$ cat config.mk
export PLATFORM = sky130hd
export DESIGN_NAME = twostage_wdt
export DESIGN_NICKNAME = d
export VERILOG_FILES = /design/src/rtl/twostage_wdt_pkg.sv /design/src/rtl/twostage_wdt_prescale.sv /design/src/rtl/twostage_wdt_core.sv /design/src/rtl/twostage_wdt_regs.sv /design/src/rtl/twostage_wdt.sv
export SDC_FILE = /design/constraint.sdc
export NUM_CORES = 1
export LEC_CHECK = 0
export BUFFER_PORTS_ARGS = -buffer_cell sky130_fd_sc_hd__buf_2
export CORE_AREA = 2 2 111 156
export DETAILED_ROUTE_END_ITERATION = 7
export DIE_AREA = 0 0 113 158
export SYNTH_ARGS = -nofsm -noshare
export SYNTH_HDL_FRONTEND = slang
export SYNTH_SLANG_ARGS = --single-unit
$ cat constraint.sdc
create_clock -name clk -period 7.55 [get_ports clk]
set_clock_uncertainty 0.2 [all_clocks]
set_input_delay 0.755 -clock clk [delete_from_list [all_inputs] [get_ports clk]]
set_output_delay 0.755 -clock clk [all_outputs]
set_load 0.005 [all_outputs]
$ cat src/rtl/twostage_wdt_pkg.sv
package twostage_wdt_pkg;

    parameter int CNT_W  = 10;
    parameter int ADDR_W = 5;
    parameter int NREG   = 10;

    // word index = byte address [4:1]
    localparam int W_RLD   = 0;
    localparam int W_DATA  = 1;
    localparam int W_STS1  = 2;
    localparam int W_STS2  = 3;
    localparam int W_CNT1  = 4;
    localparam int W_CNT2  = 5;
    localparam int W_MSG   = 6;
    localparam int W_WDCNT = 7;
    localparam int W_SWIRQ = 8;
    localparam int W_TMR   = 9;

    localparam int S1_SWSMI   = 1;
    localparam int S1_INT     = 2;
    localparam int S1_TIMEOUT = 3;
    localparam int S2_SECOND  = 1;
    localparam int S2_BOOT    = 2;
    localparam int C1_HALT    = 11;
    localparam int C1_LOCK    = 12;

    localparam logic [15:0] STS1_MASK = 16'h000E;
    localparam logic [15:0] STS2_MASK = 16'h0006;
    localparam logic [15:0] CNT1_MASK = 16'h1800;

    typedef struct packed {
        logic              valid;
        logic              write;
        logic              word;
        logic [ADDR_W-1:0] addr;
        logic [15:0]       wdata;
    } bus_req_t;

    // Reset value of the plainly stored registers.
    function automatic logic [15:0] plain_default(int idx);
        case (idx)
            W_CNT2:  return 16'h0008;
            W_SWIRQ: return 16'h0003;
            W_TMR:   return 16'h0004;
            default: return 16'h0000;
        endcase
    endfunction

    function automatic logic [15:0] plain_mask(int idx);
        case (idx)
            W_WDCNT, W_SWIRQ: return 16'h00FF;
            default:          return 16'hFFFF;
        endcase
    endfunction

    function automatic logic is_plain(int idx);
        return idx == W_DATA || idx == W_CNT2 || idx == W_MSG ||
               idx == W_WDCNT || idx == W_SWIRQ || idx == W_TMR;
    endfunction

    // Byte lanes of register idx written by this request.
    function automatic logic [1:0] lanes(bus_req_t r, int idx);
        if (!r.valid || !r.write || r.addr[ADDR_W-1:1] != 4'(idx))
            return 2'b00;
        if (r.word)
            return 2'b11;
        return r.addr[0] ? 2'b10 : 2'b01;
    endfunction

    function automatic logic [15:0] merge16(logic [15:0] old, logic [1:0] be,
                                            logic [7:0] lo, logic [7:0] hi);
        logic [15:0] v;
        v = old;
        if (be[0]) v[7:0]  = lo;
        if (be[1]) v[15:8] = hi;
        return v;
    endfunction

    function automatic logic can_start(logic halt, logic [CNT_W-1:0] val);
        return !halt && (val > CNT_W'(1));
    endfunction

endpackage

$ cat src/rtl/twostage_wdt_prescale.sv
module twostage_wdt_prescale #(
    parameter int TICK_DIV = 1000
) (
    input  logic clk,
    input  logic rst,
    input  logic restart,
    output logic tick
);
    localparam int PRE_W = (TICK_DIV > 2) ? $clog2(TICK_DIV) : 1;
    localparam logic [PRE_W-1:0] LAST = PRE_W'(TICK_DIV - 1);

    logic [PRE_W-1:0] pre_q;

    assign tick = (pre_q == LAST);

    always_ff @(posedge clk) begin
        if (rst || restart || tick)
            pre_q <= '0;
        else
            pre_q <= pre_q + 1'b1;
    end
endmodule

$ cat src/rtl/twostage_wdt_core.sv
module twostage_wdt_core
    import twostage_wdt_pkg::*;
(
    input  logic             clk,
    input  logic             rst,
    input  logic             tick,
    input  logic             start,
    input  logic [CNT_W-1:0] tmr_cnt,
    input  logic             halt,
    input  logic             smi_enable,
    input  logic             strap_hold,
    input  logic             no_reboot,
    output logic             expire,
    output logic             second,
    output logic             running,
    output logic [CNT_W-1:0] cnt,
    output logic             smi_req,
    output logic             reboot_req
);
    logic [CNT_W-1:0] cnt_q;
    logic             run_q;
    logic [1:0]       tos_q;
    logic             smi_q;
    logic             reboot_q;

    assign expire  = run_q && tick && !halt && !start && (cnt_q <= CNT_W'(1));
    assign second  = expire && (tos_q == 2'd1);
    assign running = run_q;
    assign cnt     = cnt_q;
    assign smi_req = smi_q;
    assign reboot_req = reboot_q;

    always_ff @(posedge clk) begin
        if (rst) begin
            cnt_q    <= '0;
            run_q    <= 1'b0;
            tos_q    <= 2'd0;
            smi_q    <= 1'b0;
            reboot_q <= 1'b0;
        end else begin
            smi_q <= 1'b0;
            if (start) begin
                cnt_q <= tmr_cnt;
                run_q <= 1'b1;
                tos_q <= 2'd0;
            end else if (expire) begin
                cnt_q <= tmr_cnt;
                smi_q <= smi_enable;
                if (tos_q != 2'd3)
                    tos_q <= tos_q + 2'd1;
                if (second && !strap_hold && !no_reboot)
                    reboot_q <= 1'b1;
            end else if (run_q && tick && !halt) begin
                cnt_q <= cnt_q - 1'b1;
            end
        end
    end
endmodule

$ cat src/rtl/twostage_wdt_regs.sv
module twostage_wdt_regs
    import twostage_wdt_pkg::*;
(
    input  logic             clk,
    input  logic             rst,
    input  bus_req_t         req,
    input  logic             expire,
    input  logic             second,
    input  logic             running,
    input  logic [CNT_W-1:0] cnt,
    output logic             start,
    output logic [CNT_W-1:0] tmr_cnt,
    output logic             halt,
    output logic             lock,
    output logic             boot,
    output logic [15:0]      rdata
);
    logic [1:0]  be      [NREG];
    logic [15:0] plain_q [NREG];
    logic [7:0]  lane_lo;
    logic [7:0]  lane_hi;
    logic [15:0] sts1_q, sts2_q, cnt1_q, rld_q;
    logic [15:0] cnt1_new, sts1_wr, sts2_wr, word_rd;
    logic        wr_rld, wr_din, wr_dout, wr_cnt1;

    assign lane_lo = req.wdata[7:0];
    assign lane_hi = req.word ? req.wdata[15:8] : req.wdata[7:0];

    for (genvar g = 0; g < NREG; g++) begin : g_reg
        assign be[g] = lanes(req, g);
        if (is_plain(g)) begin : g_plain
            logic [15:0] q;
            always_ff @(posedge clk) begin
                if (rst)
                    q <= plain_default(g);
                else if (|be[g])
                    q <= merge16(q, be[g], lane_lo, lane_hi) & plain_mask(g);
            end
            assign plain_q[g] = q;
        end else begin : g_none
            assign plain_q[g] = 16'h0000;
        end
    end

    assign wr_rld  = |be[W_RLD];
    assign wr_din  = be[W_DATA][0];
    assign wr_dout = be[W_DATA][1];
    assign wr_cnt1 = |be[W_CNT1];

    assign tmr_cnt  = plain_q[W_TMR][CNT_W-1:0];
    assign cnt1_new = (merge16(cnt1_q, be[W_CNT1], lane_lo, lane_hi) & CNT1_MASK)
                    | (cnt1_q & (16'h1 << C1_LOCK));
    assign sts1_wr  = merge16(sts1_q, be[W_STS1], lane_lo, lane_hi) & STS1_MASK;
    assign sts2_wr  = merge16(sts2_q, be[W_STS2], lane_lo, lane_hi) & STS2_MASK;

    assign start = (wr_rld  && can_start(cnt1_q[C1_HALT], tmr_cnt)) ||
                   (wr_cnt1 && can_start(cnt1_new[C1_HALT], tmr_cnt));

    assign halt = cnt1_q[C1_HALT];
    assign lock = cnt1_q[C1_LOCK];
    assign boot = sts2_q[S2_BOOT];

    always_ff @(posedge clk) begin
        if (rst) begin
            sts1_q <= 16'h0000;
            sts2_q <= 16'h0000;
            cnt1_q <= 16'h0000;
            rld_q  <= 16'h0000;
        end else begin
            sts1_q <= sts1_wr | (16'(expire)  << S1_TIMEOUT)
                              | (16'(wr_din)  << S1_SWSMI)
                              | (16'(wr_dout) << S1_INT);
            sts2_q <= sts2_wr | (16'(second) << S2_SECOND)
                              | (16'(second) << S2_BOOT);
            if (wr_cnt1)
                cnt1_q <= cnt1_new;
            if (start)
                rld_q <= plain_q[W_TMR];
        end
    end

    always_comb begin
        case (int'(req.addr[ADDR_W-1:1]))
            W_RLD:   word_rd = running ? {rld_q[15:CNT_W], cnt} : rld_q;
            W_STS1:  word_rd = sts1_q;
            W_STS2:  word_rd = sts2_q;
            W_CNT1:  word_rd = cnt1_q;
            default: word_rd = plain_q[int'(req.addr[ADDR_W-1:1]) % NREG] &
                               ((int'(req.addr[ADDR_W-1:1]) < NREG) ? 16'hFFFF : 16'h0000);
        endcase
        if (req.word)
            rdata = word_rd;
        else
            rdata = {8'h00, req.addr[0] ? word_rd[15:8] : word_rd[7:0]};
    end
endmodule

$ cat src/rtl/twostage_wdt.sv
module twostage_wdt
    import twostage_wdt_pkg::*;
#(
    parameter int TICK_DIV = 1000
) (
    input  logic              clk,
    input  logic              rst,
    input  logic              acc_en,
    input  logic              acc_we,
    input  logic              acc_word,
    input  logic [ADDR_W-1:0] acc_addr,
    input  logic [15:0]       acc_wdata,
    output logic [15:0]       acc_rdata,
    input  logic              smi_enable,
    input  logic              strap_hold,
    input  logic              no_reboot,
    output logic              smi_req,
    output logic              reboot_req
);
    bus_req_t         req_w;
    logic             tick_w, start_w, halt_w, lock_w, boot_w;
    logic             expire_w, second_w, running_w;
    logic [CNT_W-1:0] tmr_cnt_w, cnt_w;

    assign req_w = '{valid: acc_en, write: acc_we, word: acc_word,
                     addr: acc_addr, wdata: acc_wdata};

    twostage_wdt_prescale #(.TICK_DIV(TICK_DIV)) u_pre (
        .clk(clk), .rst(rst), .restart(start_w), .tick(tick_w)
    );

    twostage_wdt_core u_core (
        .clk(clk), .rst(rst), .tick(tick_w), .start(start_w),
        .tmr_cnt(tmr_cnt_w), .halt(halt_w), .smi_enable(smi_enable),
        .strap_hold(strap_hold), .no_reboot(no_reboot),
        .expire(expire_w), .second(second_w), .running(running_w),
        .cnt(cnt_w), .smi_req(smi_req), .reboot_req(reboot_req)
    );

    twostage_wdt_regs u_regs (
        .clk(clk), .rst(rst), .req(req_w), .expire(expire_w),
        .second(second_w), .running(running_w), .cnt(cnt_w),
        .start(start_w), .tmr_cnt(tmr_cnt_w), .halt(halt_w),
        .lock(lock_w), .boot(boot_w), .rdata(acc_rdata)
    );
endmodule

==> results of run 1 <==
## path summary, 6_finish.rpt
| path | cells after the start | slack, ns | start | to |
|---|---|---|---|---|
| setup / recovery | 7 | 2.75 | acc_addr[1] | acc_rdata[0] |
| hold / removal | 1 | 0.26 | u_pre.pre_q[0] | u_pre.pre_q[0] |
| setup reg to reg | 5 | 4.58 | u_core.cnt[2] | u_core.cnt[8] |
| hold reg to reg | 1 | 0.26 | u_pre.pre_q[0] | u_pre.pre_q[0] |
## metal layers
metal / GRT usage (%) / vias up
li1: - / 2771
met2: 38.4 / 214
met1: 28.0 / 2715
met3: 4.71 / 59
met4: 11.0 / 0
met5: 0 / -
## flip-flops by register name, summed over array words and instances (netlist names)
signal / flops
u_regs.sts2_q: 2
u_pre.pre_q: 10
u_regs.g.g_plain.q: 80
u_core.tos_q: 2
u_regs.cnt1_q: 2
u_core.smi_req: 1
u_regs.rld_q: 16
u_core.cnt: 10
u_regs.sts1_q: 3
u_core.running: 1
u_core.reboot_req: 1
## through the flow
stage	hold WS [ns]	setup WS, ns	utilization, %	total power [mW]	instance area, um2
6_report	0.264	2.75	44.6	1.63	7370
5_1_grt	0.293	2.54	44.6	1.68	7370
4_1_cts	0.266	2.79	44.6	1.64	7370
3_5_place_dp	0.253	2.79	41.1	0.826	6800
3_3_place_gp	0.243	2.85	41.1	0.826	6800
2_1_floorplan	0.226	4.02	-	0.782	6460
## final cells by class
type                            count  area [um2]
Clock buffer                       20         437
Multi-Input combinational cell    554        3620
Fill cell                        1667        9160
Sequential cell                   128        2560
Tap cell                          203         254
Inverter                           25        93.8
Clock inverter                     10         139
Timing Repair Buffer               51         270
## power by group
group / leakage, nW / internal (mW) / switching [mW]
Clock: 0.268 / 0.514 / 0.302
Sequential: 1.03 / 0.682 / 0.00581
Combinational: 1.46 / 0.0389 / 0.0884
Total: 2.76 / 1.23 / 0.396
## placed cells by master, fill, tap and decap left out, types with 11 or more instances in the layout
cell type | Yosys | routed
nor2_1 | 149 | 149
dfxtp_1 | 128 | 128
mux2i_1 | 92 | 92
buf_2 | 6 | 45
a21oi_1 | 40 | 40
a211oi_1 | 40 | 40
o21ai_0 | 26 | 26
inv_1 | 22 | 22
nand2_1 | 18 | 18
nand3_1 | 17 | 17
o21ai_1 | 18 | 17
clkbuf_16 | 0 | 17
o21a_1 | 11 | 11
## cell families after synthesis
group | after synthesis | share of synthesized area, %
AOI/OAI and AO/OA | 194 | 20.1
xor gates and xnor gates | 10 | 1.35
adders and majority gates | 6 | 1.16
buffers and inverters | 76 | 4.53
DFF | 128 | 39.6
muxes | 96 | 14.9
and+or+nand+nor | 248 | 18.3
==> flow_summary.json, run 1 <==
{
  "status": "finished, violations left",
  "violations": "DRC",
  "seq_area_frac_synth_pct": 39.6,
  "slowest_stage": "nor3_1",
  "synthArstFlopShare_pct": 0,
  "drc_errors": 1,
  "synth-edff-count": 0,
  "syn2layout_area_growth_pct": 14.1,
  "ctsResizeCount": 0,
  "post-route-period-util_pct": 63.6,
  "drv_slew": 0,
  "grt_pass1_vias": 5575,
  "rsz0062_at_grt": "false",
  "grt_first_pass_wirelength_um": 31300,
  "synth_top_area_share_pct": 39.6,
  "synth_top_cell_by_area": "dfxtp_1",
  "drt-initial-drc-count": 512,
  "slowest_delay_ns": 1.00,
  "viasPerCell": 5.81,
  "worst_pin_slew_ns": 1.10,
  "setup_violations": 0,
  "cap_violations": 0,
  "worstSetupEndpointType": "output pin",
  "cts_tree": "yes",
  "drive_gt1_share_pct": 12.4,
  "syn-num-nets": 793,
  "worst-path-buf-inv": 3,
  "nets": 812,
  "place.gp.congestion": 0.898,
  "htree_levels": 4,
  "synth_cell_type_count": 63,
  "wl_met2_um": 9530,
  "critPathArrivalTime_ns": 3.85,
  "post-place-cells": 961,
  "required_ns": 6.59,
  "cts-root-buf": "clkbuf_16",
  "top_layer": "met4",
  "dp_hpwl_um": 14200,
  "startpoint_type": "primary input",
  "clk_pin_slew_ns": 0.05,
  "cts_sinks": 128,
  "max-clock-path-buffers": 2,
  "grt_max_degree": 78,
  "io_buffers": 46,
  "clk_latency_ns": 0.43,
  "post_drt_wl_per_cell_um": 20.1,
  "synth.most_common_cell": "nor2_1",
  "dieArea_um2": 17900,
  "yosys-top-cells-count": "nor2_1, dfxtp_1, mux2i_1",
  "syn_area_per_cell_um2": 8.53,
  "diodes": 0,
  "power.leakage_nw": 2.76,
  "dominantRegCellSynth": "dfxtp_1",
  "firstDrtPassIters": 8,
  "start_util_pct": 39.1,
  "timing.setup.tns_ns": 0,
  "via_count": 5759,
  "ys_ff_latch": 128,
  "die_x_um": 113,
  "period_needed_ns": 4.80,
  "irDropWorstVdd_v": 0.000137,
  "cpMostUsedCell": "buf_2",
  "synth_area_leaders": "dfxtp_1, mux2i_1, nor2_1, a211oi_1, a21oi_1",
  "postCtsSetupBuffers": 0,
  "ys_warn_count": 0,
  "crit_chain": "buf_2 > clkinv_1 > nor3_1 > o21a_1 > o221ai_1 > a31oi_1 > buf_2",
  "slew_headroom_pct": 26.3,
  "antenna_found_initial": 0,
  "rows": 56,
  "hold_viol_final": 0,
  "syn_area_um2": 6460,
  "power_per_cell_area_nw_per_um2": 221,
  "die_h_um": 158,
  "cp_top_family": "buffers and inverters",
  "overflow": 0,
  "wl_met1_um": 8340,
  "timing.fmax_mhz": 208,
  "finalNonFillerCells": 991,
  "criticalPathCategory": "primary input to output pin",
  "synth_cells": 758,
  "coreArea_um2": 16500,
  "min_path_type": "flip-flop to flip-flop",
  "cts_buffers": 17,
  "final_antenna_net_count": 0,
  "grtUsageTotal_pct": 22.9,
  "dr_wl_met3_um": 1230,
  "critPathMaxFanout": 28,
  "num_io_pins": 47,
  "cts_hold_buf": 0,
  "wl_um": 19900
}
No activity file was read; power rests on OpenSTA's default activity.
==> inputs of run 2 (changes only) <==
--- a/config.mk
+++ b/config.mk
@@ -5,10 +5,11 @@
 export SDC_FILE = /design/constraint.sdc
 export NUM_CORES = 1
 export LEC_CHECK = 0
+export ABC_AREA = 1
 export BUFFER_PORTS_ARGS = -buffer_cell sky130_fd_sc_hd__buf_2
-export CORE_AREA = 2 2 111 156
+export CORE_AREA = 2 2 113 158
 export DETAILED_ROUTE_END_ITERATION = 7
-export DIE_AREA = 0 0 113 158
+export DIE_AREA = 0 0 115 160
 export SYNTH_ARGS = -nofsm -noshare
 export SYNTH_HDL_FRONTEND = slang
 export SYNTH_SLANG_ARGS = --single-unit
==> constraint.sdc (replaced) <==
create_clock -name clk -period 4 [get_ports clk]
set_clock_uncertainty 0.2 [all_clocks]
set_input_delay 0.4 -clock clk [delete_from_list [all_inputs] [get_ports clk]]
set_output_delay 0.4 -clock clk [all_outputs]
set_load 0.005 [all_outputs]
==> flow_summary.json, run 2 <==
{
  "status": "completed",
  "post-route-period-util_pct": 82.0,
  "grt_first_pass_wirelength_um": 33600,
  "cts_buffers": 17,
  "die_h_um": 160,
  "power_per_cell_area_nw_per_um2": 442,
  "hold_viol_final": 0,
  "synth_top_cell_by_area": "dfxtp_1",
  "hold_path_end": "u_core.reboot_req",
  "r2r_end": "u_core.cnt[1]",
  "final_area_um2": 7630,
  "synth_area_leaders": "dfxtp_1, o21ai_0, nand2_1, a21oi_1, inv_1",
  "diodes": 0,
  "io_buffers": 46,
  "post_drt_wl_per_cell_um": 17.1,
  "syn_area_per_cell_um2": 6.67,
  "largest_register_ffs": 80,
  "syn_area_um2": 6670,
  "cts_tree": "yes",
  "cts-root-buf": "clkbuf_16",
  "ys_warn_count": 0,
  "num_io_pins": 47,
  "slew_headroom_pct": 33.2,
  "reg.largest.list": "u_regs.g.g_plain.q (80), u_regs.rld_q (16)",
  "clk_latency_ns": 0.42,
  "top_register": "u_regs.g.g_plain.q",
  "rsz0062_at_grt": "false",
  "timing.fmax_mhz": 305,
  "synth_cells": 999,
  "synth_top_area_share_pct": 38.4,
  "crit_path_start": "acc_addr[2]",
  "critPathMaxFanout": 21,
  "min_from": "no_reboot",
  "finalNonFillerCells": 1238,
  "die_x_um": 115,
  "worst_slack_ns": 0.721,
  "clk_pin_slew_ns": 0.06,
  "viasPerCell": 5.37,
  "critPathArrivalTime_ns": 2.68,
  "syn2layout_area_growth_pct": 14.4,
  "period_needed_ns": 3.28,
  "dominantRegCellSynth": "dfxtp_1",
  "placed_cell_area_um2": 6960,
  "required_ns": 3.40,
  "grtUsageTotal_pct": 23.6,
  "seq_area_frac_synth_pct": 38.4,
  "grt_pass1_vias": 6368,
  "wl_um": 21200,
  "drt-initial-drc-count": 482,
  "drv_slew": 0,
  "startpoint_type": "primary input",
  "criticalPathCategory": "primary input to output pin",
  "power.leakage_nw": 3.24,
  "worstSetupEndpointType": "output pin",
  "firstDrtPassIters": 5,
  "worst_pin_slew_ns": 0.991,
  "final_antenna_net_count": 0,
  "via_count": 6651,
  "layout_common_cells": "nand2_1, o21ai_0, a21oi_1, dfxtp_1, inv_1",
  "dieArea_um2": 18400,
  "ctsResizeCount": 0,
  "place.gp.congestion": 0.941,
  "timing.setup.tns_ns": 0,
  "yosys-top-cells-count": "nand2_1, o21ai_0, a21oi_1, dfxtp_1, inv_1",
  "ys_ff_latch": 128,
  "nets": 1055,
  "final_common_cell": "nand2_1",
  "min_path_type": "primary input to flip-flop",
  "reg2reg_depth": 11,
  "dp_slack_ns": 0.779,
  "post-place-cells": 1206,
  "antenna_found_initial": 0,
  "grt_max_degree": 54,
  "synth-edff-count": 0,
  "synth.most_common_cell": "nand2_1",
  "cts_sinks": 128,
  "synthArstFlopShare_pct": 0,
  "max-clock-path-buffers": 2,
  "synth_cell_type_count": 39,
  "start_util_pct": 39.0,
  "min_path_cells": 4,
  "setup_violations": 0,
  "reg2reg_from": "u_core.cnt[0]",
  "cap_violations": 0,
  "rows": 57,
  "drive_gt1_share_pct": 11.5,
  "dp_hpwl_um": 15300,
  "htree_levels": 4,
  "coreArea_um2": 17100,
  "overflow": 0,
  "irDropWorstVdd_v": 0.000246,
  "reg2reg_slack_ns": 1.40,
  "drc_errors": 0,
  "syn-num-nets": 1034
}
run 2: cell count changes after synthesis, sizes merged, moves of 9 or more:
cell,delta
a211oi,-29
a21oi,+89
buf,+20
clkbuf,-19
inv,+104
mux2i,-92
nand2,+181
nand3,+36
nand4,+9
nor2,-68
nor3b,-9
o21a,-10
o21ai,+112
run 2: through the flow:
step,total power [mW],utilization [%],hold WS [ns]
final,3.37,44.6,0.0456
after global routing,3.48,44.6,0.0771
after CTS,3.39,44.6,0.0392
after detailed placement,1.65,40.6,0.237
after global placement,1.65,40.6,0.232
after floorplan,1.55,-,0.218
run 2: worst max path at each step:
stage	end	slack, ns
2_1_floorplan	acc_rdata[3]	1.80
3_3_place_gp	acc_rdata[2]	0.84
3_5_place_dp	acc_rdata[2]	0.78
4_1_cts	acc_rdata[2]	0.77
5_1_grt	acc_rdata[2]	0.40
6_report	acc_rdata[2]	0.72
run 2: power by group:
group	total (mW)	switching (mW)	internal, mW
logic	0.327	0.227	0.101
registers	1.30	0.0114	1.29
clock network	1.74	0.576	1.17
total	3.37	0.814	2.56
run 2: worst max-delay path: stages:
cell     delay [ns]
buf_2          0.18
inv_2          0.06
ha_1           0.27
nand2_1        0.04
nand2_1        0.34
inv_1          0.37
or2_2          0.37
nand3_1        0.08
nand2_1        0.06
nand2_1        0.13
nand2_1        0.11
nand2_1        0.10
inv_1          0.04
buf_2          0.11
run 2: cell type report:
cell class              instances  area, um2
fillers                      1827       9490
multi-input cells             690       3350
flip-flops and latches        128       2560
inverters                     129        489
clock buffers                  21        480
repair buffers                 54        305
well taps                     206        258
clock inverters                10        181
run 2: timing repair:
item / CTS / global route
hold buffers: 1 / 0
hold endpoints to repair: 1 / 0
setup buffers: 0 / 0
run 2: routing by layer:
metal	wire length (um)	global-route usage [%]
met1	8830	27.7
met2	10600	41.0
met3	863	4.10
met4	945	11.4
met5	0	0
run 2: kinds of logic after synthesis:
kind of cell,Yosys count,share of synthesized area (%)
fa+ha+maj,6,1.13
flops,128,38.4
compound gates,309,24.2
buf+inv,181,11.3
simple gates,367,23.9
xor+xnor,8,1.05
